===== src/rtl/aca_pkg.sv =====
package aca_pkg;

  typedef enum logic {
    ACC_SPECULATE = 1'b0,
    ACC_EXACT     = 1'b1
  } acc_mode_e;

  function automatic int unsigned seg_count(input int unsigned width, input int unsigned seg);
    return width / seg;
  endfunction

endpackage


===== src/rtl/aca_window.sv =====
module aca_window #(
  parameter int K = 4
) (
  input  logic [2*K-1:0] a_win,
  input  logic [2*K-1:0] b_win,
  output logic [K-1:0]   lo_sum,
  output logic           lo_cout,
  output logic           lo_ones,
  output logic [K-1:0]   hi_sum,
  output logic           hi_cout
);
  logic [K:0] lo_full;
  logic [K:0] hi_full;

  always_comb begin
    lo_full = {1'b0, a_win[K-1:0]} + {1'b0, b_win[K-1:0]};
    hi_full = {1'b0, a_win[2*K-1:K]} + {1'b0, b_win[2*K-1:K]} + {{K{1'b0}}, lo_full[K]};
  end

  assign lo_sum  = lo_full[K-1:0];
  assign lo_cout = lo_full[K];
  assign lo_ones = &lo_full[K-1:0];
  assign hi_sum  = hi_full[K-1:0];
  assign hi_cout = hi_full[K];

  always_comb begin
    p_ones_no_carry_r7: assert (!(lo_ones && lo_cout))
      else $error("lone partial sum all ones together with a carry out");
  end
endmodule


===== src/rtl/aca_fix.sv =====
module aca_fix #(
  parameter int N = 16,
  parameter int K = 4
) (
  input  logic [N-1:0]        approx_sum,
  input  logic                approx_cout,
  input  logic [N/K-1:0]      spec_c,
  input  logic [N/K-2:0]      prop,
  input  logic                exact_sel,
  output logic [N-1:0]        sum,
  output logic                cout,
  output logic                err
);
  import aca_pkg::*;
  localparam int SEGS = seg_count(N, K);

  logic [SEGS-1:0] true_c;
  logic [SEGS-1:0] missed;
  logic [SEGS-1:0] mark;
  logic [N-1:0]    fixed_sum;
  logic            fixed_cout;

  assign true_c[0] = 1'b0;
  assign missed[0] = 1'b0;
  assign mark[0]   = 1'b0;
  assign fixed_sum[K-1:0] = approx_sum[K-1:0];

  for (genvar j = 1; j < SEGS; j++) begin : g_seg
    assign true_c[j] = spec_c[j] | (prop[j-1] & true_c[j-1]);
    assign missed[j] = true_c[j] & ~spec_c[j];
    assign mark[j]   = prop[j-1] & spec_c[j-1];
    assign fixed_sum[j*K +: K] = approx_sum[j*K +: K] + K'(missed[j]);
  end

  assign fixed_cout = approx_cout | (missed[SEGS-1] & (&approx_sum[N-1 -: K]));
  assign err = |mark;

  always_comb begin
    if (acc_mode_e'(exact_sel) == ACC_EXACT) begin
      sum  = fixed_sum;
      cout = fixed_cout;
    end else begin
      sum  = approx_sum;
      cout = approx_cout;
    end
  end

  always_comb begin
    p_flag_matches_miss_r7: assert ((|missed) == err)
      else $error("error flag disagrees with missed carries");
    p_clean_unchanged_r9: assert (err || (fixed_sum == approx_sum && fixed_cout == approx_cout))
      else $error("correction altered a clean result");
  end
endmodule


===== src/rtl/aca_top.sv =====
module aca_top #(
  parameter int N = 16,
  parameter int K = 4
) (
  input  logic         clk,
  input  logic         rst,
  input  logic [N-1:0] a_i,
  input  logic [N-1:0] b_i,
  input  logic         exact_i,
  output logic [N-1:0] sum_o,
  output logic         cout_o,
  output logic         err_o
);
  import aca_pkg::*;
  localparam int SEGS = seg_count(N, K);

  logic [N-1:0]    approx_sum;
  logic            approx_cout;
  logic [SEGS-1:0] spec_c;
  logic [SEGS-2:0] prop;
  logic [N-1:0]    comb_sum;
  logic            comb_cout;
  logic            comb_err;

  assign spec_c[0] = 1'b0;

  for (genvar j = 1; j < SEGS; j++) begin : g_win
    logic [K-1:0] lo_sum;
    logic         lo_cout;
    logic         lo_ones;
    logic [K-1:0] hi_sum;
    logic         hi_cout;

    aca_window #(.K(K)) u_win (
      .a_win  (a_i[(j-1)*K +: 2*K]),
      .b_win  (b_i[(j-1)*K +: 2*K]),
      .lo_sum (lo_sum),
      .lo_cout(lo_cout),
      .lo_ones(lo_ones),
      .hi_sum (hi_sum),
      .hi_cout(hi_cout)
    );

    assign spec_c[j]            = lo_cout;
    assign prop[j-1]            = lo_ones;
    assign approx_sum[j*K +: K] = hi_sum;

    if (j == 1) begin : g_base
      assign approx_sum[K-1:0] = lo_sum;
    end
    if (j == SEGS - 1) begin : g_head
      assign approx_cout = hi_cout;
    end
  end

  aca_fix #(.N(N), .K(K)) u_fix (
    .approx_sum (approx_sum),
    .approx_cout(approx_cout),
    .spec_c     (spec_c),
    .prop       (prop),
    .exact_sel  (exact_i),
    .sum        (comb_sum),
    .cout       (comb_cout),
    .err        (comb_err)
  );

  always_ff @(posedge clk) begin
    if (rst) begin
      sum_o  <= '0;
      cout_o <= 1'b0;
      err_o  <= 1'b0;
    end else begin
      sum_o  <= comb_sum;
      cout_o <= comb_cout;
      err_o  <= comb_err;
    end
  end

  p_reset_clear_r1: assert property (@(posedge clk) $past(rst) |-> (sum_o == '0 && !cout_o && !err_o))
    else $error("outputs not cleared after reset");

  p_low_exact_r3: assert property (@(posedge clk) disable iff (rst)
    !$past(rst) |-> sum_o[2*K-1:0] == ($past(a_i[2*K-1:0]) + $past(b_i[2*K-1:0])))
    else $error("low window not exact");

  p_exact_sum_r8: assert property (@(posedge clk) disable iff (rst)
    (!$past(rst) && $past(exact_i)) |->
      {cout_o, sum_o} == ({1'b0, $past(a_i)} + {1'b0, $past(b_i)}))
    else $error("exact mode result wrong");

  p_no_overshoot_r6: assert property (@(posedge clk) disable iff (rst)
    (!$past(rst) && !$past(exact_i)) |->
      {cout_o, sum_o} <= ({1'b0, $past(a_i)} + {1'b0, $past(b_i)}))
    else $error("speculative result above true sum");

  p_flag_diff_r7: assert property (@(posedge clk) disable iff (rst)
    (!$past(rst) && !$past(exact_i)) |->
      err_o == ({cout_o, sum_o} != ({1'b0, $past(a_i)} + {1'b0, $past(b_i)})))
    else $error("flag does not track speculative error");
endmodule


===== config.mk =====
export PLATFORM = sky130hd
export DESIGN_NAME = aca_top
export DESIGN_NICKNAME = d
export VERILOG_FILES = /design/src/rtl/aca_pkg.sv /design/src/rtl/aca_window.sv /design/src/rtl/aca_fix.sv /design/src/rtl/aca_top.sv
export SDC_FILE = /design/constraint.sdc
export NUM_CORES = 1
export LEC_CHECK = 0
export ABC_AREA = 1
export BUFFER_PORTS_ARGS = -buffer_cell sky130_fd_sc_hd__buf_4
export CORE_ASPECT_RATIO = 1.5
export CORE_MARGIN = 1.5
export CORE_UTILIZATION = 44
export CTS_CLUSTER_DIAMETER = 30
export DETAILED_ROUTE_END_ITERATION = 10
export PLACE_DENSITY = 0.78
export SLEW_MARGIN = 20
export SYNTH_ARGS = -nofsm -noshare
export SYNTH_HDL_FRONTEND = slang
export SYNTH_SLANG_ARGS = --single-unit

===== constraint.sdc =====
create_clock -name clk -period 2.5 [get_ports clk]
set_input_delay 0.25 -clock clk [delete_from_list [all_inputs] [get_ports clk]]
set_output_delay 0.25 -clock clk [all_outputs]
set_load 0.01 [all_outputs]

==> impl_metrics.json <==
{
  "ys_types": 24,
  "gr-usage-all-layers": 0.173,
  "wl_mm": 2.84,
  "synth_seq_area_share": 0.263,
  "cts_max_level": 1,
  "clkTransAtPathRegs_ps": 70,
  "finalSetupTns_ps": 0,
  "die_w_um": 48.5,
  "setup_viol": 0,
  "cts_sinks": 18,
  "clockBufferDepth": 2,
  "numCtsBuffers": 3,
  "max-cap-violations": 0,
  "slew-limit-headroom": 0.790,
  "placed_area_um2": 1860,
  "power.static_leakage_nw": 1.05,
  "synth_nets": 236,
  "fin_nets": 298,
  "max_freq_mhz": 415,
  "grt_pass1_wl_mm": 4.66,
  "critPathCaptureType": "flop",
  "synthesis.area_um2": 1370,
  "antenna_cells": 0,
  "pre_cts_ws_ps": -262,
  "firstDrtPassIters": 4,
  "globalplace.congestion": 0.792,
  "power_mw": 0.951,
  "synth_seq_cells": 18,
  "drive_gt1_frac": 0.325,
  "rows": 24,
  "finish.instance_area_um2": 1920,
  "cts_root_buf": "clkbuf_8",
  "finalMaxSlewViolations": 0,
  "cp-startpoint": "a_i[8]",
  "finalWorstSetupSlack_ps": 88.9,
  "ys_warn_count": 0,
  "p_per_area_nw_per_um2": 495,
  "status": "finished, final reports clean",
  "worst-setup-path-type": "in -> reg",
  "pin_count": 53,
  "layout_worst_path_cycle_share": 0.964,
  "port_buffers": 52,
  "via_count": 1306,
  "drt_iter0_markers": 27,
  "worstMarginPinSlew_ps": 315,
  "crit_path_end": "cout_o",
  "start_kind": "input port",
  "grt.overflow.total": 0,
  "drt-vias-per-instance": 4.78,
  "avgSynthCellArea_um2": 7.91,
  "dieArea_um2": 3460,
  "required_ps": 2700,
  "drcViolationCount": 0,
  "min_path_type": "in -> reg",
  "wl_per_cell_um": 10.4,
  "antenna_found_initial": 0,
  "cp_max_fo": 3,
  "antenna_left": 0,
  "dpl.hpwl_mm": 2.35,
  "die_h_um": 71.3,
  "syn2layout_area_growth_pct": 40.4,
  "synth_cells": 173,
  "arrival_ps": 2610,
  "coreArea_um2": 2940,
  "report.final.hold_viol_count": 0,
  "min_period_ps": 2410,
  "rsz0062_at_grt": "true",
  "ctsHoldBuffers": 0,
  "grt_max_degree": 12,
  "initial_core_util": 0.465,
  "ir_worst_vdd_mv": 0.253,
  "hold_depth": 2,
  "grt_pass1_vias": 1166,
  "cts_tree": "built"
}
## flip-flops by register name, indices dropped and copies added (netlist names)
| register | cells |
|---|---|
| cout_o | 1 |
| sum_o | 16 |
| err_o | 1 |
## where the power goes
group | leakage (nW) | total [mW] | switching, mW | internal [mW]
Sequential | 0.150 | 0.332 | 0.00946 | 0.322
Combinational | 0.870 | 0.374 | 0.185 | 0.189
Clock | 0.0288 | 0.245 | 0.105 | 0.140
Total | 1.05 | 0.951 | 0.299 | 0.651
## placed cells by master (no fill, tap or decap), drive strengths merged
| master | synthesis | routed |
|---|---|---|
| xnor2 | 3 | 3 |
| a21o | 1 | 1 |
| dfxtp | 18 | 18 |
| nand3 | 8 | 8 |
| clkbuf | 2 | 4 |
| nor2 | 19 | 19 |
| a21oi | 15 | 15 |
| nand4 | 4 | 4 |
| a211oi | 2 | 2 |
| fa | 5 | 5 |
| and3 | 2 | 2 |
| nand2 | 27 | 27 |
| buf | 0 | 59 |
| o21ai | 9 | 9 |
| inv | 29 | 29 |
| ha | 23 | 23 |
| xor2 | 1 | 1 |
| nand3b | 3 | 3 |
| a31oi | 1 | 1 |
| o21bai | 1 | 1 |
## logic make-up after synthesis
family / Yosys count / share of synthesized area
DFF: 18 / 0.263
xor gates and xnor gates: 4 / 0.0366
AOI/OAI and AO/OA: 29 / 0.123
buffers and inverters: 31 / 0.0850
adders and majority gates: 28 / 0.283
and+or+nand+nor: 63 / 0.208
## area by class of cell
type / instances / area [µm²]
fillers: 270 / 1020
multi-input cells: 124 / 906
repair buffers: 59 / 443
flip-flops and latches: 18 / 360
inverters: 29 / 109
clock buffers: 4 / 55.1
well taps: 39 / 48.8
## metal layers
| metal | vias up | share of wire | track usage |
|---|---|---|---|
| met1 | 575 | 0.41 | 0.182 |
| met4 | 0 | 0.028 | 0.117 |
| li1 | 690 | - | - |
| met3 | 5 | 0.032 | 0.0125 |
| met5 | - | 0 | 0 |
| met2 | 36 | 0.53 | 0.326 |
## metrics by stage
stage,instances,hold slack [ps],util
after floorplan,173,404,-
after global placement,268,482,0.631
after detailed placement,268,489,0.631
after CTS,272,206,0.650
after global routing,273,213,0.653
final,273,209,0.653
## Yosys cell counts, drive strengths merged
cell type  count  area share
ha            23        0.21
o21ai          9       0.033
and3           2       0.011
a21oi         15       0.055
o21bai         1      0.0055
inv           29       0.080
clkbuf         2      0.0055
nor2          19       0.056
nand2         27       0.074
nand4          4       0.018
a21o           1      0.0055
fa             5       0.073
a31oi          1      0.0046
xnor2          3       0.030
xor2           1      0.0064
a211oi         2       0.020
dfxtp         18        0.26
nand3          8       0.033
nand3b         3       0.016
## timing repair
item | 4_1_cts | 5_1_grt
buffers inserted | 0 | 1
gates resized for setup | 0 | 2
endpoints found under the setup margin | 0 | 4
## worst max-delay path: stages
cell	delay [ps]
buf_4	110
ha_2	190
fa_2	390
and3_4	200
a211oi_4	200
fa_2	270
fa_1	460
nor2_2	130
nand3_1	90
nor2_1	100
nand4_1	80
a21oi_1	140
## worst min-delay path by stage
stage	endpoint	from	slack, ps
after floorplan	sum_o[10]	exact_i	400
after global placement	cout_o	rst	480
after detailed placement	sum_o[5]	rst	490
after CTS	sum_o[5]	rst	210
after global routing	sum_o[1]	rst	210
final	err_o	rst	210
Note: power is estimated with default switching activity, not from simulation.
